File: config.mk
export PLATFORM = sky130hd
export DESIGN_NAME = intp_regif
export DESIGN_NICKNAME = d
export VERILOG_FILES = /design/src/rtl/intp_pkg.sv /design/src/rtl/intp_decode.sv /design/src/rtl/intp_present.sv /design/src/rtl/intp_links.sv /design/src/rtl/intp_regif.sv
export SDC_FILE = /design/constraint.sdc
export NUM_CORES = 1
export LEC_CHECK = 0
export ABC_CLOCK_PERIOD_IN_PS = 8100
export BUFFER_PORTS_ARGS = -buffer_cell sky130_fd_sc_hd__buf_2
export CELL_PAD_IN_SITES_DETAIL_PLACEMENT = 0
export CELL_PAD_IN_SITES_GLOBAL_PLACEMENT = 1
export CORE_MARGIN = 2
export CORE_UTILIZATION = 45
export CTS_CLUSTER_SIZE = 16
export DETAILED_ROUTE_END_ITERATION = 8
export GPL_ROUTABILITY_DRIVEN = 0
export GPL_TIMING_DRIVEN = 0
export PLACE_DENSITY = 0.76
export SLEW_MARGIN = 15
export SYNTH_ARGS = -nofsm -noshare
export SYNTH_HDL_FRONTEND = slang
export SYNTH_SLANG_ARGS = --single-unit
File: constraint.sdc
create_clock -name clk -period 8.1 [get_ports clk]
set_input_delay 2.43 -clock clk [delete_from_list [all_inputs] [get_ports clk]]
set_output_delay 2.43 -clock clk [all_outputs]
set_load 0.01 [all_outputs]
File: src/rtl/intp_pkg.sv
package intp_pkg;

    typedef enum logic [3:0] {
        OP_NONE,
        OP_RD_PRIO,
        OP_POLL,
        OP_ACCEPT,
        OP_SET_CPPR,
        OP_EOI,
        OP_RD_MFRR,
        OP_WR_MFRR,
        OP_RD_LINK,
        OP_WR_LINK,
        OP_BAD
    } op_e;

    typedef enum logic [1:0] {
        ST_IDLE,
        ST_EXT,
        ST_IPI
    } pres_e;

    localparam int unsigned SIZE_BYTE = 1;
    localparam int unsigned SIZE_WORD = 4;

endpackage

File: src/rtl/intp_decode.sv
module intp_decode
    import intp_pkg::*;
#(
    parameter int unsigned ADDR_W    = 12,
    parameter int unsigned NUM_LINKS = 3,
    parameter int unsigned LIDX_W    = 2
) (
    input  logic              valid,
    input  logic              write,
    input  logic [ADDR_W-1:0] addr,
    input  logic [2:0]        size,
    output op_e               op,
    output logic [LIDX_W-1:0] link_idx
);
    localparam int unsigned WIDX_W = ADDR_W - 2;
    localparam logic [WIDX_W-1:0] WI_POLL  = WIDX_W'(0);
    localparam logic [WIDX_W-1:0] WI_XIRR  = WIDX_W'(1);
    localparam logic [WIDX_W-1:0] WI_MFRR  = WIDX_W'(3);
    localparam logic [WIDX_W-1:0] WI_LINK0 = WIDX_W'(4);
    localparam logic [WIDX_W-1:0] WI_LEND  = WIDX_W'(4 + NUM_LINKS);

    logic [WIDX_W-1:0] widx;
    logic [WIDX_W-1:0] lsub;
    logic              aligned, is_byte, is_word, link_hit;

    assign widx     = addr[ADDR_W-1:2];
    assign lsub     = widx - WI_LINK0;
    assign link_idx = lsub[LIDX_W-1:0];
    assign aligned  = (addr[1:0] == 2'b00);
    assign is_byte  = aligned && (size == 3'(SIZE_BYTE));
    assign is_word  = aligned && (size == 3'(SIZE_WORD));
    assign link_hit = (widx >= WI_LINK0) && (widx < WI_LEND);

    always_comb begin
        op = OP_BAD;
        if (!valid) begin
            op = OP_NONE;
        end else if (widx == WI_POLL) begin
            if (!write && is_byte)      op = OP_RD_PRIO;
            else if (!write && is_word) op = OP_POLL;
        end else if (widx == WI_XIRR) begin
            if (is_byte)                op = write ? OP_SET_CPPR : OP_RD_PRIO;
            else if (is_word)           op = write ? OP_EOI : OP_ACCEPT;
        end else if (widx == WI_MFRR) begin
            if (is_byte)                op = write ? OP_WR_MFRR : OP_RD_MFRR;
        end else if (link_hit) begin
            if (is_word)                op = write ? OP_WR_LINK : OP_RD_LINK;
        end
    end

endmodule

File: src/rtl/intp_present.sv
module intp_present
    import intp_pkg::*;
#(
    parameter int unsigned DATA_W  = 32,
    parameter int unsigned PRIO_W  = 8,
    parameter int unsigned SRC_W   = 24,
    parameter int unsigned IPI_SRC = 2
) (
    input  logic              clk,
    input  logic              rst_n,
    input  op_e               op,
    input  logic [DATA_W-1:0] wdata,
    input  logic              ext_valid,
    input  logic [SRC_W-1:0]  ext_src,
    input  logic [PRIO_W-1:0] ext_prio,
    output logic [PRIO_W-1:0] cppr,
    output logic [PRIO_W-1:0] mfrr,
    output logic [SRC_W-1:0]  xisr,
    output logic              irq
);
    pres_e             state, nstate;
    logic [PRIO_W-1:0] ncppr, nmfrr, pend_prio, npprio;
    logic [SRC_W-1:0]  pend_src, npsrc;
    logic              ipi_win, ext_win;

    assign ipi_win = (mfrr < cppr) && (!ext_valid || (mfrr < ext_prio));
    assign ext_win = ext_valid && (ext_src != '0) && (ext_prio < cppr);

    always_comb begin
        nstate = state;
        ncppr  = cppr;
        nmfrr  = mfrr;
        npsrc  = pend_src;
        npprio = pend_prio;
        unique case (state)
            ST_IDLE: begin
                if (ipi_win) begin                // T_PRESENT_IPI
                    nstate = ST_IPI;
                    npsrc  = SRC_W'(IPI_SRC);
                    npprio = mfrr;
                end else if (ext_win) begin       // T_PRESENT_EXT
                    nstate = ST_EXT;
                    npsrc  = ext_src;
                    npprio = ext_prio;
                end
            end
            ST_EXT, ST_IPI: ;
            default: nstate = ST_IDLE;
        endcase
        case (op)
            OP_ACCEPT: if (state != ST_IDLE) begin // T_ACCEPT
                ncppr  = pend_prio;
                nstate = ST_IDLE;
            end
            OP_SET_CPPR: begin                    // T_WITHDRAW
                ncppr  = wdata[PRIO_W-1:0];
                nstate = ST_IDLE;
            end
            OP_EOI: begin                         // T_WITHDRAW
                ncppr  = wdata[DATA_W-1 -: PRIO_W];
                nstate = ST_IDLE;
            end
            OP_WR_MFRR: begin                     // T_WITHDRAW
                nmfrr  = wdata[PRIO_W-1:0];
                nstate = ST_IDLE;
            end
            default: ;
        endcase
    end

    always_ff @(posedge clk) begin
        if (!rst_n) begin
            state     <= ST_IDLE;
            cppr      <= '0;
            mfrr      <= '1;
            pend_src  <= '0;
            pend_prio <= '1;
        end else begin
            state     <= nstate;
            cppr      <= ncppr;
            mfrr      <= nmfrr;
            pend_src  <= npsrc;
            pend_prio <= npprio;
        end
    end

    always_comb begin
        irq  = (state != ST_IDLE);
        xisr = (state == ST_IDLE) ? '0 : pend_src;
    end

    // anything presented must beat the current priority
    a_r11_presented_beats_cppr: assert property (@(posedge clk) disable iff (!rst_n)
        irq |-> (pend_prio < cppr));

    // accepting a presented interrupt drops irq and adopts its priority
    a_r5_accept_takes_prio: assert property (@(posedge clk) disable iff (!rst_n)
        (op == OP_ACCEPT && irq) |=> (!irq && cppr == $past(pend_prio)));

    // a priority write withdraws the presented interrupt
    a_r6_cppr_write_withdraws: assert property (@(posedge clk) disable iff (!rst_n)
        (op == OP_SET_CPPR) |=> !irq);

    // end-of-interrupt withdraws and loads the top byte
    a_r7_eoi_loads_top: assert property (@(posedge clk) disable iff (!rst_n)
        (op == OP_EOI) |=> (!irq && cppr == $past(wdata[DATA_W-1 -: PRIO_W])));

endmodule

File: src/rtl/intp_links.sv
module intp_links #(
    parameter int unsigned NUM_LINKS = 3,
    parameter int unsigned DATA_W    = 32,
    parameter int unsigned LIDX_W    = 2
) (
    input  logic              clk,
    input  logic              rst_n,
    input  logic              wr_en,
    input  logic [LIDX_W-1:0] idx,
    input  logic [DATA_W-1:0] wdata,
    output logic [DATA_W-1:0] rdata
);
    logic [DATA_W-1:0] link_q [NUM_LINKS];

    for (genvar i = 0; i < NUM_LINKS; i++) begin : g_link
        always_ff @(posedge clk) begin
            if (!rst_n)
                link_q[i] <= '0;
            else if (wr_en && idx == LIDX_W'(i))
                link_q[i] <= wdata;
        end

        // a link word only changes when it is the write target
        a_r9_link_holds: assert property (@(posedge clk) disable iff (!rst_n)
            !(wr_en && idx == LIDX_W'(i)) |=> $stable(link_q[i]));
    end

    always_comb begin
        rdata = '0;
        for (int i = 0; i < NUM_LINKS; i++)
            if (idx == LIDX_W'(i)) rdata = link_q[i];
    end

endmodule

File: src/rtl/intp_regif.sv
module intp_regif
    import intp_pkg::*;
#(
    parameter int unsigned ADDR_W    = 12,
    parameter int unsigned DATA_W    = 32,
    parameter int unsigned PRIO_W    = 8,
    parameter int unsigned SRC_W     = 24,
    parameter int unsigned NUM_LINKS = 3,
    parameter int unsigned IPI_SRC   = 2
) (
    input  logic              clk,
    input  logic              rst_n,
    input  logic              req_valid,
    input  logic              req_write,
    input  logic [ADDR_W-1:0] req_addr,
    input  logic [2:0]        req_size,
    input  logic [DATA_W-1:0] req_wdata,
    output logic              rsp_valid,
    output logic [DATA_W-1:0] rsp_rdata,
    output logic              bad_access,
    input  logic              ext_valid,
    input  logic [SRC_W-1:0]  ext_src,
    input  logic [PRIO_W-1:0] ext_prio,
    output logic              irq
);
    localparam int unsigned LIDX_W = (NUM_LINKS > 1) ? $clog2(NUM_LINKS) : 1;
    localparam int unsigned WIDX_W = ADDR_W - 2;

    op_e               op;
    logic [LIDX_W-1:0] link_idx;
    logic [PRIO_W-1:0] cppr, mfrr;
    logic [SRC_W-1:0]  xisr;
    logic [DATA_W-1:0] link_rdata, rd_mux;
    logic [WIDX_W-1:0] widx;

    assign widx = req_addr[ADDR_W-1:2];

    intp_decode #(.ADDR_W(ADDR_W), .NUM_LINKS(NUM_LINKS), .LIDX_W(LIDX_W)) u_decode (
        .valid(req_valid), .write(req_write), .addr(req_addr), .size(req_size),
        .op(op), .link_idx(link_idx)
    );

    intp_present #(.DATA_W(DATA_W), .PRIO_W(PRIO_W), .SRC_W(SRC_W), .IPI_SRC(IPI_SRC)) u_present (
        .clk(clk), .rst_n(rst_n), .op(op), .wdata(req_wdata),
        .ext_valid(ext_valid), .ext_src(ext_src), .ext_prio(ext_prio),
        .cppr(cppr), .mfrr(mfrr), .xisr(xisr), .irq(irq)
    );

    intp_links #(.NUM_LINKS(NUM_LINKS), .DATA_W(DATA_W), .LIDX_W(LIDX_W)) u_links (
        .clk(clk), .rst_n(rst_n), .wr_en(op == OP_WR_LINK), .idx(link_idx),
        .wdata(req_wdata), .rdata(link_rdata)
    );

    always_comb begin
        unique case (op)
            OP_RD_PRIO:         rd_mux = DATA_W'(cppr);
            OP_POLL, OP_ACCEPT: rd_mux = {cppr, xisr};
            OP_RD_MFRR:         rd_mux = DATA_W'(mfrr);
            OP_RD_LINK:         rd_mux = link_rdata;
            OP_BAD:             rd_mux = req_write ? '0 : '1;
            default:            rd_mux = '0;
        endcase
    end

    always_ff @(posedge clk) begin
        if (!rst_n) begin
            rsp_valid  <= 1'b0;
            rsp_rdata  <= '0;
            bad_access <= 1'b0;
        end else begin
            rsp_valid  <= req_valid;
            rsp_rdata  <= rd_mux;
            bad_access <= (op == OP_BAD);
        end
    end

    // a response follows every request and only requests
    a_r13_rsp_tracks_req: assert property (@(posedge clk) disable iff (!rst_n)
        req_valid |=> rsp_valid);
    a_r13_no_spurious_rsp: assert property (@(posedge clk) disable iff (!rst_n)
        !req_valid |=> (!rsp_valid && !bad_access));

    // indices beyond the last link word are refused with all-ones data
    a_r1_undecoded_bad: assert property (@(posedge clk) disable iff (!rst_n)
        (req_valid && !req_write && widx >= WIDX_W'(4 + NUM_LINKS))
        |=> (bad_access && rsp_rdata == '1));

    // a size that is neither byte nor word is refused
    a_r2_odd_size_bad: assert property (@(posedge clk) disable iff (!rst_n)
        (req_valid && req_size != 3'(SIZE_BYTE) && req_size != 3'(SIZE_WORD)) |=> bad_access);

    // a byte peek leaves the current priority alone
    a_r3_peek_keeps_cppr: assert property (@(posedge clk) disable iff (!rst_n)
        (req_valid && !req_write && req_size == 3'(SIZE_BYTE) && req_addr == '0)
        |=> (cppr == $past(cppr)));

endmodule

==> impl_metrics.py, run 1 <==
metrics = {
    "run_status": {
        "status": "finished clean",
    },
    "logic_synthesis": {
        "synth_compound_area_share_pct": 16.6,
        "yosysTopAreaCell": "edfxtp_1",
        "synth-seq-area-share_pct": 53.4,
        "syn_inst": 826,
        "synth_fa_ha_area_share_pct": 3.07,
        "synth_top_area_share_pct": 33.7,
        "synth.distinct_cells": 61,
        "synthTopCellsByArea": "edfxtp_1, dfxtp_1, and2_1, nand2_1, mux2i_1",
        "synth_edf_count": 96,
        "synth-simple-area-share_pct": 18.6,
        "ys_seq_elements": 180,
        "yosysWarnings": 0,
        "synth_top_family_by_area": "simple AND/OR/NAND/NOR gates",
        "synth-async-reset-ratio_pct": 0,
        "syn_area_um2": 8550,
        "synth_area_per_cell_um2": 10.3,
        "ys.flop_type": "edfxtp_1",
        "synthXorXnorAreaFrac_pct": 0,
        "mappedNetlistNets": 931,
        "synthMuxAreaShare_pct": 4.68,
    },
    "final_layout": {
        "final_util_pct": 54.4,
        "final_cell_mix": "buf_2, nand2_1, and2_1, edfxtp_1, dfxtp_1",
        "synthToLayoutAreaGrowth_pct": 18.5,
        "diodes": 0,
        "drive_above_1_share_pct": 18.2,
        "final_common_cell": "buf_2",
        "nets": 1070,
    },
    "sta": {
        "fin_crit_ns": 5.22,
        "timing.hold.ws_ns": 0.463,
        "tightest_slew_ns": 1.26,
        "finalSetupTns_ns": 0,
        "timing.final.crit_share_pct": 64.4,
        "clock.fmax_ghz": 0.192,
        "final-max-slew-violation-count": 0,
        "rsz0062_at_grt": "no",
        "fin_skew_ns": 0.00902,
        "final-hold-violation-count": 0,
        "finalSetupViolCount": 0,
        "slew_headroom_pct": 15.5,
    },
    "clock_network": {
        "cts_tree": "built",
        "insertion_delay_ns": 0.44,
        "post_cts_buffers": 0,
        "hold_buffers": 0,
        "ctsHtreeMaxLevel": 4,
        "cts_made_buffers": 17,
        "ctsResizeCount": 0,
        "cts_sinks": 180,
        "clk_pin_slew_ns": 0.07,
        "cts_max_path_buffers": 2,
        "root_buffer": "clkbuf_16",
    },
    "floorplanning": {
        "die_x_um": 142,
        "die_y_um": 142,
        "coreArea_um2": 18600,
        "pin_count": 119,
        "initial_core_util_pct": 45.9,
        "die_area_um2": 20100,
        "rows": 50,
    },
    "setup_path": {
        "crit_path_max_fanout": 14,
        "cp.arrival_ns": 5.36,
        "cp_data_required_time_ns": 8.25,
        "startpoint_type": "primary input",
        "critPathKind": "in -> reg",
        "end_kind": "register",
    },
    "global_route": {
        "grt_pass1_wl_um": 36200,
        "antenna_found_initial": 0,
        "grt.total_usage_pct": 23.8,
        "overflow": 0,
        "grt_max_degree": 20,
        "grt_pass1_vias": 6304,
    },
    "power_and_ir_drop": {
        "power.leakage_uw": 0.00397,
        "sw_frac_of_total_pct": 25.6,
        "power_density_nw_per_um2": 199,
        "internal-power_uw": 1500,
        "power_switching_uw": 515,
        "max-vdd-ir-drop_v": 0.000137,
        "seqPwrFrac_pct": 50.2,
        "comb_power_share_pct": 8.8,
        "clockPowerShare_pct": 41.0,
    },
    "worst_hold_path": {
        "hp-class": "reg -> reg",
    },
    "routing": {
        "drt_iter0_markers": 634,
        "vias": 6802,
        "routed_via_density": 5.61,
        "wl_per_cell_um": 19.4,
        "drc": 0,
        "antenna_left": 0,
        "firstDrtPassIters": 5,
        "drt-total-wl_um": 23500,
    },
    "place": {
        "detailed_place_hpwl_um": 17900,
        "portBuffers": 116,
    },
    "run": {
        "cap_violations": 0,
    },
}
[registers in the layout (all words and copies together) (netlist names), 2 cells and up]
name and flops:
u_links.link_q 96, rsp_rdata 32, u_present.pend_src 24, u_present.cppr 8, u_present.mfrr 8, u_present.pend_prio 8
u_present.state 2
[worst paths after layout]
kind	cells past startpoint	start	slack, ns	endpoint
min	1	u_present.state[1]$_SDFF_PN0_	0.46	u_present.state[0]$_SDFF_PN0_
max	9	req_addr[3]	2.88	u_links.link_q[0][4]$_SDFFCE_PN0P_
max reg2reg	9	u_present.cppr[2]$_SDFFE_PN0P_	4.79	u_present.pend_prio[3]$_SDFFE_PN1P_
min reg2reg	1	u_present.state[1]$_SDFF_PN0_	0.46	u_present.state[0]$_SDFF_PN0_
[cell type report]
class	instances	area [um2]
well taps	234	293
fillers	1697	8510
repair buffers	120	666
plain buffers	52	204
multi-input cells	565	3710
flip-flops and latches	180	4560
clock buffers	18	429
clock inverters	14	161
inverters	29	109
[critical path: stages]
cell and delay, ns:
buf_2 0.14, nand2b_1 0.23, a211o_1 0.36, o32ai_1 0.61, nand2b_1 0.24, or2_2 0.42
o31ai_4 0.50, buf_8 0.25, buf_8 0.17
[power groups by stage]
stage	Sequential (uW)	Clock, uW	Combinational [uW]
global placement	1030	0	169
detailed placement	1030	0	177
finish	1010	826	178
global route	1010	875	195
CTS	1010	835	177
floorplan	1030	0	91.3
[stage by stage]
| stage | std cells | setup slack (ns) | cell area (um2) | power, uW |
|---|---|---|---|---|
| 6_report | 1212 | 2.88 | 10100 | 2010 |
| 2_1_floorplan | 826 | 1.33 | 8550 | 1120 |
| 4_1_cts | 1212 | 2.95 | 10100 | 2020 |
| 3_3_place_gp | 1176 | -0.581 | 9420 | 1200 |
| 5_1_grt | 1212 | 2.72 | 10100 | 2080 |
| 3_5_place_dp | 1180 | 2.49 | 9540 | 1210 |
[cell usage after synthesis (3+ instances only)]
library cell,n
nand2_1,111
and2_1,99
edfxtp_1,96
dfxtp_1,84
a21oi_1,45
clkbuf_1,40
mux2i_1,40
o21ai_0,39
inv_1,28
o22ai_1,23
a31oi_1,21
ha_1,21
o31ai_1,17
nand3_1,16
nor2_1,16
nand2b_1,10
a21o_1,8
a221oi_1,8
a222oi_1,8
a22oi_1,8
nor3_1,8
o221ai_1,8
buf_2,7
nor4_1,6
buf_1,5
and3_1,3
nand4_1,3
nor2b_1,3
[routing by layer]
| metal | track usage [%] | share of wire (%) | up-vias |
|---|---|---|---|
| met5 | 0 | 0 | - |
| met3 | 4.49 | 6.8 | 31 |
| met1 | 34.7 | 47 | 3203 |
| li1 | - | - | 3322 |
| met4 | 7.32 | 2.1 | 0 |
| met2 | 36.0 | 44 | 246 |
[kinds of logic after synthesis]
| logic type | count (synthesis) |
|---|---|
| AND/OR/NAND/NOR | 294 |
| flip-flops | 180 |
| adder cells (fa/ha/maj) | 21 |
| buffers and inverters | 81 |
| AO/OA/AOI/OAI | 210 |
| multiplexers | 40 |
No activity file was read; power rests on OpenSTA's default activity.
==> run 2, diff against run 1 <==
ABC_CLOCK_PERIOD_IN_PS = 4850   (was 8100)
clock period = 4.85 ns   (was 8.1 ns; I/O delays follow)
==> run 2 against run 1 <==
Critical path depth is 1 lower. Routed wire length is 0.45% higher. Total power is 69% higher. Highest routed layer unchanged. Global-route usage grew 0.18 points. Sequential share of layout area fell by 0.055 points. Critical path type unchanged. Final area rose by 0.12%. Clock skew shrank 0.0012 ns. Sequential power increased by 67%.
==> impl_metrics.py, run 2 (synthesis gave the netlist of run 1 again) <==
metrics = {
    "run_status": {
        "status": "finished clean",
    },
    "sta": {
        "finalSetupViolCount": 0,
        "rsz0062_at_grt": "no",
        "fin_skew_ns": 0.00779,
        "timing.final.crit_share_pct": 84.8,
        "final-max-slew-violation-count": 0,
        "slew_headroom_pct": 23.7,
        "fin_crit_ns": 4.11,
        "clock.fmax_ghz": 0.243,
        "tightest_slew_ns": 1.14,
        "setup_ws_ns": 0.740,
        "final-hold-violation-count": 0,
    },
    "worst_hold_path": {
        "min_delay_path_depth": 1,
        "hp-class": "reg -> reg",
    },
    "setup_path": {
        "cp_data_required_time_ns": 4.98,
        "end_kind": "register",
        "path_cells": "buf_2 > nor4_2 > nand2_1 > o32ai_1 > nand2b_1 > or2_2 > o31ai_4 > buf_8",
        "crit_path_max_fanout": 12,
        "crit_slowest_cell": "o31ai_4",
        "critPathKind": "in -> reg",
        "cp.arrival_ns": 4.24,
        "startpoint_type": "primary input",
        "max_stage_delay_ns": 0.59,
        "worst-r2r-cell-count": 9,
    },
    "power_and_ir_drop": {
        "power_density_nw_per_um2": 335,
        "max-vdd-ir-drop_v": 0.000244,
        "power.leakage_uw": 0.00398,
    },
    "floorplanning": {
        "rows": 50,
        "initial_core_util_pct": 45.9,
        "die_area_um2": 20100,
        "coreArea_um2": 18600,
        "pin_count": 119,
        "die_y_um": 142,
        "die_x_um": 142,
    },
    "routing": {
        "routed_via_density": 5.53,
        "vias": 6706,
        "wl_per_cell_um": 19.4,
        "drt-total-wl_um": 23600,
        "drt_iter0_markers": 524,
        "antenna_left": 0,
        "firstDrtPassIters": 5,
        "drc": 0,
    },
    "place": {
        "placed_area_um2": 9540,
        "detailed_place_hpwl_um": 18100,
        "place_worst_setup_slack_ns": 0.311,
        "dp.cells": 1180,
        "portBuffers": 116,
    },
    "clock_network": {
        "ctsResizeCount": 0,
        "cts_max_path_buffers": 2,
        "ctsHtreeMaxLevel": 4,
        "cts_sinks": 180,
        "cts_made_buffers": 17,
        "cts_tree": "built",
        "insertion_delay_ns": 0.43,
        "post_cts_buffers": 0,
        "clk_pin_slew_ns": 0.07,
        "root_buffer": "clkbuf_16",
        "hold_buffers": 0,
    },
    "final_layout": {
        "final_util_pct": 54.4,
        "final_cell_mix": "buf_2, nand2_1, and2_1, edfxtp_1, dfxtp_1",
        "n_fill_cell": 1679,
        "design_area_um2": 10100,
        "drive_above_1_share_pct": 18.0,
        "largest_register_ffs": 96,
        "synthToLayoutAreaGrowth_pct": 18.7,
        "diodes": 0,
        "largest_register": "u_links.link_q",
        "nets": 1070,
        "final_common_cell": "buf_2",
        "reg.largest.list": "u_links.link_q x96, rsp_rdata x32, u_present.pend_src x24",
        "instances_no_fill": 1212,
    },
    "global_route": {
        "grt_pass1_wl_um": 36300,
        "overflow": 0,
        "grt_max_degree": 24,
        "antenna_found_initial": 0,
        "grt.total_usage_pct": 24.0,
        "grt_pass1_vias": 6310,
    },
    "run": {
        "cap_violations": 0,
    },
}
## run 2: cell type report
| class | count | area [um2] | share of cell area (%) |
|---|---|---|---|
| multi-input combinational | 565 | 3710 | 36.5 |
| tap | 234 | 293 | 2.89 |
| clock inverter | 14 | 174 | 1.71 |
| sequential | 180 | 4560 | 45.0 |
| clock buffer | 18 | 429 | 4.23 |
| buffer | 52 | 204 | 2.01 |
| inverter | 29 | 109 | 1.07 |
| timing repair buffer | 120 | 666 | 6.56 |
## run 2: final timing paths
kind                                        from                                  end  slack [ns]
setup / recovery                     req_addr[8]  u_links.link_q[0][23]$_SDFFCE_PN0P_        0.74
hold / removal     u_present.state[1]$_SDFF_PN0_        u_present.state[0]$_SDFF_PN0_        0.45
setup reg to reg  u_present.cppr[2]$_SDFFE_PN0P_  u_present.pend_prio[2]$_SDFFE_PN1P_        1.49
hold reg to reg    u_present.state[1]$_SDFF_PN0_        u_present.state[0]$_SDFF_PN0_        0.45
## run 2: critical path: cells and delay by family
kind	cells	cell delay, ns
compound gates	2	1.13
buf+inv	2	0.34
simple gates	4	1.30
## run 2: per-stage QoR
step	hold slack, ns	total power, uW	setup TNS (ns)
6_report	0.451	3400	0
5_1_grt	0.481	3520	0
4_1_cts	0.454	3420	0
3_5_place_dp	0.442	2020	0
3_3_place_gp	0.437	2010	-212.72
2_1_floorplan	0.424	1880	-51.80
## run 2: per-layer routing
metal  track usage [%]  wire (um)
met5                 0          0
met4              6.74        371
met3              4.86       1430
met2              36.2      10500
met1              35.0      11200
## run 2: power breakdown
part / switching [uW] / leakage [uW] / internal, uW / total [uW]
combinational: 192 / 0.00209 / 105 / 298
sequential: 23.3 / 0.00159 / 1670 / 1690
clock: 599 / 0.000290 / 818 / 1420
total: 815 / 0.00398 / 2590 / 3400
==> run 3, diff against run 2 <==
ABC_CLOCK_PERIOD_IN_PS = 3500   (was 4850)
CORE_UTILIZATION = 41   (was 45)
PLACE_DENSITY = 0.73   (was 0.76)
clock period = 3.5 ns   (was 4.85 ns; I/O delays follow)
==> run 3 against run 2 <==
Count of clock-buffer cells in the layout fell by 1. Worst setup slack got worse by 0.58 ns. Register-to-register slack got worse by 1.2 ns. Flip-flop and latch count did not move. Sequential power rose by 38%. Non-clock buffer count rose by 1. Global-route usage fell by 1.6 points. Largest power group unchanged.
==> impl_metrics.py, run 3 (synthesis gave the netlist of run 1 again) <==
metrics = {
    "sta": {
        "timing.final.crit_share_pct": 95.4,
        "finalSetupViolCount": 0,
        "clock.fmax_ghz": 0.300,
        "timing.hold.ws_ns": 0.452,
        "fin_crit_ns": 3.34,
        "final-hold-violation-count": 0,
        "rsz0062_at_grt": "no",
        "slew_headroom_pct": 30.1,
        "fin_skew_ns": 0.0101,
        "tightest_slew_ns": 1.04,
        "final-max-slew-violation-count": 0,
    },
    "routing": {
        "antenna_left": 0,
        "routed_via_density": 5.42,
        "vias": 6774,
        "wl_per_cell_um": 19.4,
        "drc": 0,
        "drt-total-wl_um": 24200,
        "firstDrtPassIters": 6,
        "drt_iter0_markers": 645,
    },
    "floorplanning": {
        "die_area_um2": 22000,
        "coreArea_um2": 20400,
        "rows": 52,
        "die_y_um": 148,
        "initial_core_util_pct": 42.0,
        "pin_count": 119,
        "die_x_um": 148,
    },
    "global_route": {
        "grt_max_degree": 22,
        "grt_pass1_vias": 6450,
        "grt_pass1_wl_um": 37400,
        "overflow": 0,
        "antenna_found_initial": 0,
        "grt.total_usage_pct": 22.3,
    },
    "setup_path": {
        "startpoint_type": "primary input",
        "crit_path_max_fanout": 10,
        "cp.arrival_ns": 3.63,
        "end_kind": "register",
        "cp_data_required_time_ns": 3.80,
        "critPathKind": "in -> reg",
    },
    "clock_network": {
        "insertion_delay_ns": 0.43,
        "cts_tree": "built",
        "hold_buffers": 0,
        "cts_max_path_buffers": 2,
        "cts_sinks": 180,
        "clk_pin_slew_ns": 0.07,
        "cts_made_buffers": 17,
        "ctsHtreeMaxLevel": 4,
        "root_buffer": "clkbuf_16",
    },
    "final_layout": {
        "reg.largest.list": "u_links.link_q x96, rsp_rdata x32, u_present.pend_src x24",
        "nets": 1071,
        "drive_above_1_share_pct": 19.5,
        "largest_register_ffs": 96,
        "diodes": 0,
        "final_common_cell": "buf_2",
        "largest_register": "u_links.link_q",
        "n_fill_cell": 1921,
        "synthToLayoutAreaGrowth_pct": 20.0,
        "final_cell_mix": "buf_2, nand2_1, and2_1, edfxtp_1, dfxtp_1",
        "final_util_pct": 50.4,
    },
    "power_and_ir_drop": {
        "power.leakage_uw": 0.00399,
        "power_density_nw_per_um2": 453,
        "max-vdd-ir-drop_v": 0.000352,
    },
    "place": {
        "detailed_place_hpwl_um": 18500,
        "portBuffers": 116,
    },
    "worst_hold_path": {
        "hp-class": "reg -> reg",
    },
    "run": {
        "cap_violations": 0,
    },
    "run_status": {
        "status": "finished clean",
    },
}
## run 3: cell count changes in the layout (fill, tap and decap cells not counted), sizes merged
cell | before | now
clkinv | 5 | 6
bufinv | 3 | 1
clkinvlp | 2 | 4
## run 3: per-layer routing
layer	share of wire, %	GRT usage (%)	wire [um]
met1	48	32.8	11700
met2	44	34.6	10700
met3	5.8	3.10	1410
met4	1.7	6.29	405
met5	0	0	0
## run 3: what timing repair did
item / 4_1_cts / 5_1_grt
cloned: 0 / 0
gates resized for setup: 1 / 1
buffers inserted: 1 / 0
pin swaps: 1 / 0
setup endpoints to repair: 20 / 1
## run 3: critical path: stages
cell      delay (ns)
buf_2           0.16
clkbuf_2        0.33
o311ai_2        0.25
nand3_2         0.24
nand3_1         0.29
nor3_1          0.68
clkbuf_1        0.43
and2_1          0.21
## run 3: area by class of cell
class / count / area (um2) / share of cell area [%]
inverters: 29 / 109 / 1.06
well taps: 270 / 338 / 3.29
plain buffers: 52 / 210 / 2.05
repair buffers: 121 / 669 / 6.53
multi-input cells: 565 / 3790 / 36.9
clock inverters: 15 / 151 / 1.48
flip-flops and latches: 180 / 4560 / 44.5
clock buffers: 17 / 425 / 4.15
## run 3: final timing paths
check,startpoint,end,slack [ns],depth (start not counted)
max reg2reg,u_present.cppr[2]$_SDFFE_PN0P_,u_present.pend_prio[7]$_SDFFE_PN1P_,0.30,9
max,req_addr[3],u_links.link_q[1][13]$_SDFFCE_PN0P_,0.16,8
min,u_present.state[1]$_SDFF_PN0_,u_present.state[0]$_SDFF_PN0_,0.45,1
min reg2reg,u_present.state[1]$_SDFF_PN0_,u_present.state[0]$_SDFF_PN0_,0.45,1
## run 3: report_power, final
| group | leakage (uW) | internal (uW) | switching, uW |
|---|---|---|---|
| clock network | 0.000272 | 1000 | 880 |
| logic | 0.00213 | 149 | 271 |
| registers | 0.00159 | 2310 | 34.4 |
| total | 0.00399 | 3460 | 1190 |
## run 3: stage by stage
stage               power [uW]  instances  worst slack (ns)  setup TNS [ns]  area (um2)
floorplan                 2600        826            -0.119           -6.95        8640
global placement          2790       1212             -1.04         -121.84        9560
detailed placement        2810       1216            -0.528          -53.29        9660
CTS                       4660       1249             0.154               0       10200
global route              4800       1249            0.0319               0       10300
finish                    4640       1249             0.162               0       10300
